===== config.mk =====
export PLATFORM = sky130hd
export DESIGN_NAME = token_loss_timer
export DESIGN_NICKNAME = d
export VERILOG_FILES = /design/src/rtl/tlt_pkg.sv /design/src/rtl/tlt_idle_watch.sv /design/src/rtl/tlt_backoff.sv /design/src/rtl/tlt_fsm.sv /design/src/rtl/token_loss_timer.sv
export SDC_FILE = /design/constraint.sdc
export NUM_CORES = 1
export LEC_CHECK = 0
export BUFFER_PORTS_ARGS = -buffer_cell sky130_fd_sc_hd__buf_2
export CORE_UTILIZATION = 55
export CTS_CLUSTER_DIAMETER = 200
export DETAILED_ROUTE_END_ITERATION = 10
export HOLD_SLACK_MARGIN = 0.12
export PLACE_DENSITY = 0.73
export SLEW_MARGIN = 20
export SYNTH_ARGS = -nofsm -noshare
export SYNTH_HDL_FRONTEND = slang
export SYNTH_SLANG_ARGS = --single-unit

===== constraint.sdc =====
create_clock -name clk -period 7.8 [get_ports clk]
set_clock_uncertainty 0.2 [all_clocks]
set_input_delay 0 -clock clk [delete_from_list [all_inputs] [get_ports clk]]
set_output_delay 0 -clock clk [all_outputs]
set_load 0.02 [all_outputs]

===== src/rtl/tlt_pkg.sv =====
package tlt_pkg;
    typedef enum logic [1:0] {
        ST_WATCH   = 2'd0,
        ST_BACKOFF = 2'd1,
        ST_FIRE    = 2'd2
    } tlt_state_e;
endpackage


===== src/rtl/tlt_idle_watch.sv =====
module tlt_idle_watch #(
    parameter int IDLE_LIM = 82
) (
    input  logic clk,
    input  logic rst_n,
    input  logic enable,
    input  logic tick,
    input  logic line_act,
    output logic expire
);
    localparam int IW = $clog2(IDLE_LIM + 1);
    localparam logic [IW-1:0] LIM = IW'(IDLE_LIM);

    logic [IW-1:0] idle_cnt;

    // An expiry takes one more idle tick after the count has reached the limit.
    assign expire = enable && tick && !line_act && (idle_cnt == LIM);

    always_ff @(posedge clk or negedge rst_n) begin
        if (!rst_n) begin
            idle_cnt <= '0;
        end else if (!enable || line_act || expire) begin
            idle_cnt <= '0;
        end else if (tick) begin
            idle_cnt <= idle_cnt + IW'(1);
        end
    end
endmodule


===== src/rtl/tlt_backoff.sv =====
module tlt_backoff #(
    parameter int UNIT_TICKS = 146
) (
    input  logic       clk,
    input  logic       rst_n,
    input  logic       run,
    input  logic       tick,
    input  logic       line_act,
    input  logic [7:0] node_id,
    output logic       zero,
    output logic       done
);
    localparam int MAX_BO = UNIT_TICKS * 255;
    localparam int BW     = $clog2(MAX_BO + 1);

    logic [BW-1:0] target;
    logic [BW-1:0] bo_cnt;

    assign target = BW'(UNIT_TICKS) * BW'(8'hFF - node_id);
    assign zero   = (target == '0);
    assign done   = run && tick && !line_act && ((bo_cnt + BW'(1)) == target);

    always_ff @(posedge clk or negedge rst_n) begin
        if (!rst_n) begin
            bo_cnt <= '0;
        end else if (!run || line_act || done) begin
            bo_cnt <= '0;
        end else if (tick) begin
            bo_cnt <= bo_cnt + BW'(1);
        end
    end
endmodule


===== src/rtl/tlt_fsm.sv =====
module tlt_fsm
    import tlt_pkg::*;
(
    input  logic clk,
    input  logic rst_n,
    input  logic idle_exp,
    input  logic bo_zero,
    input  logic bo_done,
    input  logic line_act,
    input  logic clr_lost,
    output logic watch_en,
    output logic bo_run,
    output logic recon_start,
    output logic token_lost
);
    tlt_state_e state_q, state_d;
    logic       lost_q;

    always_ff @(posedge clk or negedge rst_n) begin
        if (!rst_n) state_q <= ST_WATCH;
        else        state_q <= state_d;
    end

    always_comb begin
        state_d = state_q;
        unique case (state_q)
            ST_WATCH: begin
                if (idle_exp) state_d = bo_zero ? ST_FIRE : ST_BACKOFF;
            end
            ST_BACKOFF: begin
                if (line_act)     state_d = ST_WATCH;
                else if (bo_done) state_d = ST_FIRE;
            end
            ST_FIRE: state_d = ST_WATCH;
            default: state_d = ST_WATCH;
        endcase
    end

    always_comb begin
        watch_en    = (state_q == ST_WATCH);
        bo_run      = (state_q == ST_BACKOFF);
        recon_start = (state_q == ST_FIRE);
    end

    // A detection in the same cycle as a clear takes precedence over the clear.
    always_ff @(posedge clk or negedge rst_n) begin
        if (!rst_n)        lost_q <= 1'b0;
        else if (idle_exp) lost_q <= 1'b1;
        else if (clr_lost) lost_q <= 1'b0;
    end

    assign token_lost = lost_q;
endmodule


===== src/rtl/token_loss_timer.sv =====
module token_loss_timer #(
    parameter int TICKS_PER_US = 1,
    parameter int IDLE_US      = 82,
    parameter int UNIT_US      = 146
) (
    input  logic       clk,
    input  logic       rst_n,
    input  logic       tick,
    input  logic       line_act,
    input  logic [7:0] node_id,
    input  logic       clr_lost,
    output logic       token_lost,
    output logic       recon_start
);
    localparam int IDLE_LIM   = IDLE_US * TICKS_PER_US;
    localparam int UNIT_TICKS = UNIT_US * TICKS_PER_US;

    logic watch_en, bo_run, idle_exp, bo_zero, bo_done;

    tlt_idle_watch #(.IDLE_LIM(IDLE_LIM)) u_idle (
        .clk(clk), .rst_n(rst_n), .enable(watch_en), .tick(tick),
        .line_act(line_act), .expire(idle_exp)
    );

    tlt_backoff #(.UNIT_TICKS(UNIT_TICKS)) u_bo (
        .clk(clk), .rst_n(rst_n), .run(bo_run), .tick(tick),
        .line_act(line_act), .node_id(node_id), .zero(bo_zero), .done(bo_done)
    );

    tlt_fsm u_fsm (
        .clk(clk), .rst_n(rst_n), .idle_exp(idle_exp), .bo_zero(bo_zero),
        .bo_done(bo_done), .line_act(line_act), .clr_lost(clr_lost),
        .watch_en(watch_en), .bo_run(bo_run), .recon_start(recon_start),
        .token_lost(token_lost)
    );
endmodule


**Word-level counts from Yosys, hierarchy flattened**

Cells that the tools add are included.

- Add/subtract/negate cells: 3
- Multiply operators: 1
- Equal/unequal tests: 6
- Muxes and demuxes: 11
- Reductions and logical operators: 19

Operators with widths:

| kind | count |
|---|---|
| $mux 16 | 2 |
| $add 16x1->16 const B | 1 |
| $eq 16x16->1 | 1 |
| $logic_not 16->1 | 1 |
| $mul 7x16->15 const A | 1 |
| $mux 7 | 2 |
| $sub 8x8->9 const A | 1 |
| $mux 2 | 4 |
| $add 7x1->7 const B | 1 |
| $eq 7x7->1 const B | 1 |
| $logic_and 1x1->1 | 6 |
| $reduce_bool 2->1 | 3 |
| $logic_or 1x1->1 | 4 |
| $pmux 2 s2 | 1 |
| $logic_not 1->1 | 3 |
| $ne 3x3->1 const B | 1 |
| $eq 2x1->1 const B | 1 |
| $eq 2x2->1 const B | 1 |
| $logic_not 2->1 | 1 |
| $mux 1 | 2 |
| $ne 2x2->1 const B | 1 |
| $reduce_and 2->1 | 1 |

- Flip-flop bits (word level): 26
- Bits of input ports: 13
- Output and inout bits: 2
- Logic and storage cells: 44

**Logic depth before layout (Yosys ltp)**

- Word-level depth: 7
- Mapped depth: 14
- Mapped depth without buffers: 12

**By module**

A second synthesis with hierarchy kept.

- Cell total of the unflattened synthesis: 320
- Area total of the unflattened synthesis: 2785.2 µm²

Modules (own cells, without submodules):

| module | times used | cells each | area each (µm²) | seq. area each (µm²) |
|---|---|---|---|---|
| tlt_backoff | 1 | 268 | 2234.6 | 400.4 |
| tlt_idle_watch | 1 | 39 | 409.1 | 175.2 |
| tlt_fsm | 1 | 13 | 141.4 | 75.1 |

**Least setup slack after synthesis**

No wires, ideal clock.

- Kind: input to register
- Start point: in node_id[1]
- End point: reg u_bo.bo_cnt[10]
- Setup time: 137 ps
- Data arrival time: 3106 ps
- Data required time: 7463 ps
- Slack: 4357 ps
- Stages on the path: 12
- Buffers on the path: 1
- Cells stage by stage: inv_1 ha_1 ha_1 fa_1 ha_1 o21a_1 a31oi_1 xnor2_1 or4b_4 nor4_4 buf_6 nor3_1

- Word-level cells in the longest chain between the ends: 6
- Elaborated cells on any way between the ends: 7
- Classes of those cells: 1 x add/sub; 1 x mul; 1 x eq/ne; 1 x mux; 3 x reduce/logical

RTL lines:

| what | RTL line | text |
|---|---|---|
| from (decl) | token_loss_timer.sv:10 | `input logic [7:0] node_id,` |
| $sub 8x8->9 (*) | tlt_backoff.sv:19 | `assign target = BW'(UNIT_TICKS) * BW'(8'hFF - node_id);` |
| $mul 7x16->15 (*) | tlt_backoff.sv:19 |  |
| $eq 16x16->1 (*) | tlt_backoff.sv:21 | `assign done = run && tick && !line_act && ((bo_cnt + BW'(1)) == target);` |
| $logic_and 1x1->1 (*) | tlt_backoff.sv:21 |  |
| $logic_or 1x1->1 (*) | tlt_backoff.sv:26 | `end else if (!run \|\| line_act \|\| done) begin` |
| $mux 16 or $reduce_bool 2->1 (tied branches) | -- |  |
| to (signal assigned) | tlt_backoff.sv:29 | `bo_cnt <= bo_cnt + BW'(1);` |
| to (decl) | tlt_backoff.sv:17 | `logic [BW-1:0] bo_cnt;` |

Mark *: on every way between the ends. The rest lies on a longest branch, timed or not.
A chain may end at the register's enable or synchronous reset.

**Final worst setup path**

- Start point: in node_id[1]
- End point: reg u_fsm.state_q[0]

- Word-level cells in the longest chain between the ends: 6
- Elaborated cells on any way between the ends: 10
- Classes of those cells: 1 x add/sub; 1 x mul; 2 x eq/ne; 3 x mux; 3 x reduce/logical

RTL lines:

| what | RTL line | text |
|---|---|---|
| $sub 8x8->9 (*) | tlt_backoff.sv:19 |  |
| $mul 7x16->15 (*) | tlt_backoff.sv:19 |  |
| $logic_not 16->1 or $eq 16x16->1 (tied branches) | tlt_backoff.sv:20, tlt_backoff.sv:21 |  |
| $mux 2 or $logic_and 1x1->1 (tied branches) | tlt_fsm.sv:28, tlt_backoff.sv:21 |  |
| $mux 2 or $ne 3x3->1 (tied branches) | -- |  |
| $pmux 2 s2 or $reduce_and 2->1 (tied branches) | -- |  |
| to (signal assigned) | tlt_fsm.sv:21 | `else state_q <= state_d;` |
| to (decl) | tlt_fsm.sv:16 | `tlt_state_e state_q, state_d;` |

Mark *: on every way between the ends. The rest lies on a longest branch, timed or not. The select of a mux whose other input is x is not followed.

==> flow_summary.yaml <==
final_layout:
  nNetsFinal: 348
  antenna_cells: 0
  drive_gt1_share_pct: 8.497
  area_growth_pct: 7.663
  regArea_um2: 650.6
  final_util_pct: 62.86
  multiInputGateArea_um2: 1839
  fillCellCount: 386
timing:
  rsz0062_at_grt: "false"
  maxSlewViolCount: 0
  holdWs_ns: 0.2105
  setup_slack_ns: 3.927
  fin_tns_setup_ns: 0
  fmax_mhz: 258.2
  period_needed_ns: 3.873
  hold_violations: 0
  worstMarginPinSlew_ns: 0.8814
  setup_viol: 0
  fin_crit_sh_pct: 49.65
  slew_headroom_pct: 40.80
power_and_ir_drop:
  leakage_uw: 0.001259
  power.total_uw: 379.4
  cellPowerDensity_nw_per_um2: 134.9
  ir_worst_vdd_mv: 0.08913
global_routing:
  overflow: 0
  antenna_found_initial: 0
  grt_pass1_vias: 2124
  busiest_layer: "met2"
  gr-usage-met3_pct: 3.704
  met2_usage_pct: 41.35
  grt_max_degree: 27
  gr-usage-all-layers_pct: 24.79
  grt_pass1_wl_um: 9942
  gr-usage-met1_pct: 34.60
critical_path:
  r2r_cells: 8
  r2r-end: "u_fsm.state_q[0]"
  ff2ff_setup_slack_ns: 4.50
  worstPathRequired_ns: 7.72
  rr_startpoint: "u_bo.bo_cnt[0]"
  worstSetupPathType: "input port to flip-flop"
  cp-start-kind: "input port"
  worstPathArrival_ns: 3.80
  cp-end-kind: "flip-flop"
  critPathMaxFanout: 17
logic_synthesis:
  synth_cell_type_count: 52
  synth_top_area_share_pct: 24.90
  synthesis.nets: 338
  syn_area_um2: 2613
  yosysWarnings: 0
  async_reset_ff_share_pct: 100.0
  yosys-top-cells-area: "dfrtp_1, ha_1, xnor2_1"
  yosysSeqAreaShare_pct: 24.90
  yosys.area.top_type: "dfrtp_1"
  synth_edf_count: 0
  avgSynthCellArea_um2: 8.796
  synth.ff_latch_count: 26
  synth_cells: 297
  synthFlopType: "dfrtp_1"
route:
  drt_iter0_drc: 111
  wl_um: 5651
  ant_nets: 0
  vias_per_cell: 6.095
  wl_per_cell_um: 15.78
  drc: 0
  drtPass1Iterations: 6
  vias: 2182
min_path:
  holdCritStartpoint: "node_id[0]"
  whs_path_depth: 8
  min_path_type: "input port to flip-flop"
  holdPathEnd: "u_fsm.state_q[1]"
place:
  place_congestion: 0.9737
  io_buffers: 14
  hpwl_um: 4467
  dp_slack_ns: 3.648
clock_network:
  cts_setup_buffers: 0
  clock_latency_ns: 0.27
  root_buffer: "clkbuf_8"
  cts_made_buffers: 3
  htree_levels: 1
  clock-sinks: 26
  clockBufferDepth: 2
  clk_pin_slew_ns: 0.08
  cts_tree: "built"
  ctsResizeCount: 0
floorplanning:
  initial_core_util_pct: 58.39
  dieWidth_um: 70.92
  rows: 24
  dieArea_um2: 5030
  ios: 15
  die_y_um: 70.92
  core_area_um2: 4474
job:
  cap_violations: 0
status:
  status: "completed"
sequential cells by signal, summed over array words and instances, names as in the netlist:
signal            flops
u_fsm.state_q         2
u_idle.idle_cnt       7
u_fsm.token_lost      1
u_bo.bo_cnt          16
per-layer routing:
metal,vias to the layer above,wire length (µm)
met5,-,0
met4,0,55
met3,6,175
met2,38,2668
met1,1035,2752
li1,1103,-
area by class of cell:
type	count	area share [%]
Inverter	14	1.868
Timing Repair Buffer	21	5.338
Multi-Input combinational cell	241	65.39
Sequential cell	26	23.13
Clock buffer	4	1.957
Tap cell	52	2.313
synthesized netlist by cell type (3+ instances only):
library cell	instances
nor2_1	15
nand2_1	20
a21o_1	4
and3_1	7
nand4_1	16
nor4_1	3
a211oi_1	4
mux2i_1	4
xnor2_1	23
o211ai_1	3
clkbuf_1	13
nor3_1	23
a31oi_1	3
nand3_1	10
ha_1	27
o21ai_0	9
inv_1	14
a21oi_1	7
dfrtp_1	26
xor2_1	22
per-stage QoR:
| step | std cells | cell area, µm² |
|---|---|---|
| 6_report | 358 | 2813 |
| 5_1_grt | 358 | 2813 |
| 4_1_cts | 358 | 2813 |
| 3_5_place_dp | 347 | 2678 |
| 3_3_place_gp | 347 | 2678 |
| 2_1_floorplan | 297 | 2613 |
worst max-delay path: stages:
cell and delay [ns]:
buf_2 0.12, inv_1 0.07, ha_1 0.29, ha_1 0.25, fa_1 0.51, ha_1 0.37, o21a_1 0.17, o211ai_1 0.47
o32ai_1 0.19, a211oi_1 0.28, xnor2_1 0.17, nor4_4 0.75, o21ai_0 0.16
worst max path at each step:
stage	to	cells after the start	slack (ns)	startpoint
CTS	u_fsm.state_q[0]	13	3.93	node_id[1]
finish	u_fsm.state_q[0]	13	3.93	node_id[1]
global route	u_bo.bo_cnt[8]	13	3.60	node_id[1]
global placement	u_fsm.state_q[0]	12	3.77	node_id[1]
floorplan	u_bo.bo_cnt[10]	12	4.36	node_id[1]
detailed placement	u_fsm.state_q[0]	13	3.65	node_id[1]
repair_timing:
action,in CTS,in global routing
setup endpoints to repair,0,0
hold buffers,7,0
hold endpoints to repair,43,0
power breakdown:
group	total, µW	switching [µW]	leakage, µW	internal [µW]
Sequential	137	1.28	0.000361	136
Clock	86.1	41.0	0.0000288	45.1
Combinational	156	86.2	0.000869	70.0
cells in the final DEF, fill, tap and decap left out, drive strengths merged, types with 2 or more instances in the layout:
master / instances
nor3: 24
a21o: 4
o21a: 2
nor2: 15
a211oi: 4
nor4: 4
o31ai: 2
clkbuf: 4
nand4: 16
a21oi: 7
nand4b: 2
inv: 14
xnor2: 25
nand2b: 2
xor2: 22
and3b: 3
ha: 27
nor2b: 2
nand2: 20
dfrtp: 26
or4: 3
mux2i: 4
dlygate4sd3: 6
buf: 15
nor4bb: 2
o21ai: 10
nand3: 10
a31oi: 3
xnor3: 2
and3: 7
a211o: 2
o211ai: 3
kinds of logic after synthesis:
kind of cell	after synthesis	synth area share, %
adders and majority gates	28	13.70
buffers and inverters	30	4.694
DFF	26	24.90
xor gates and xnor gates	50	18.96
and+or+nand+nor	114	24.52
muxes	4	1.533
AOI/OAI and AO/OA	45	11.69
No activity file was read; power rests on OpenSTA's default activity.
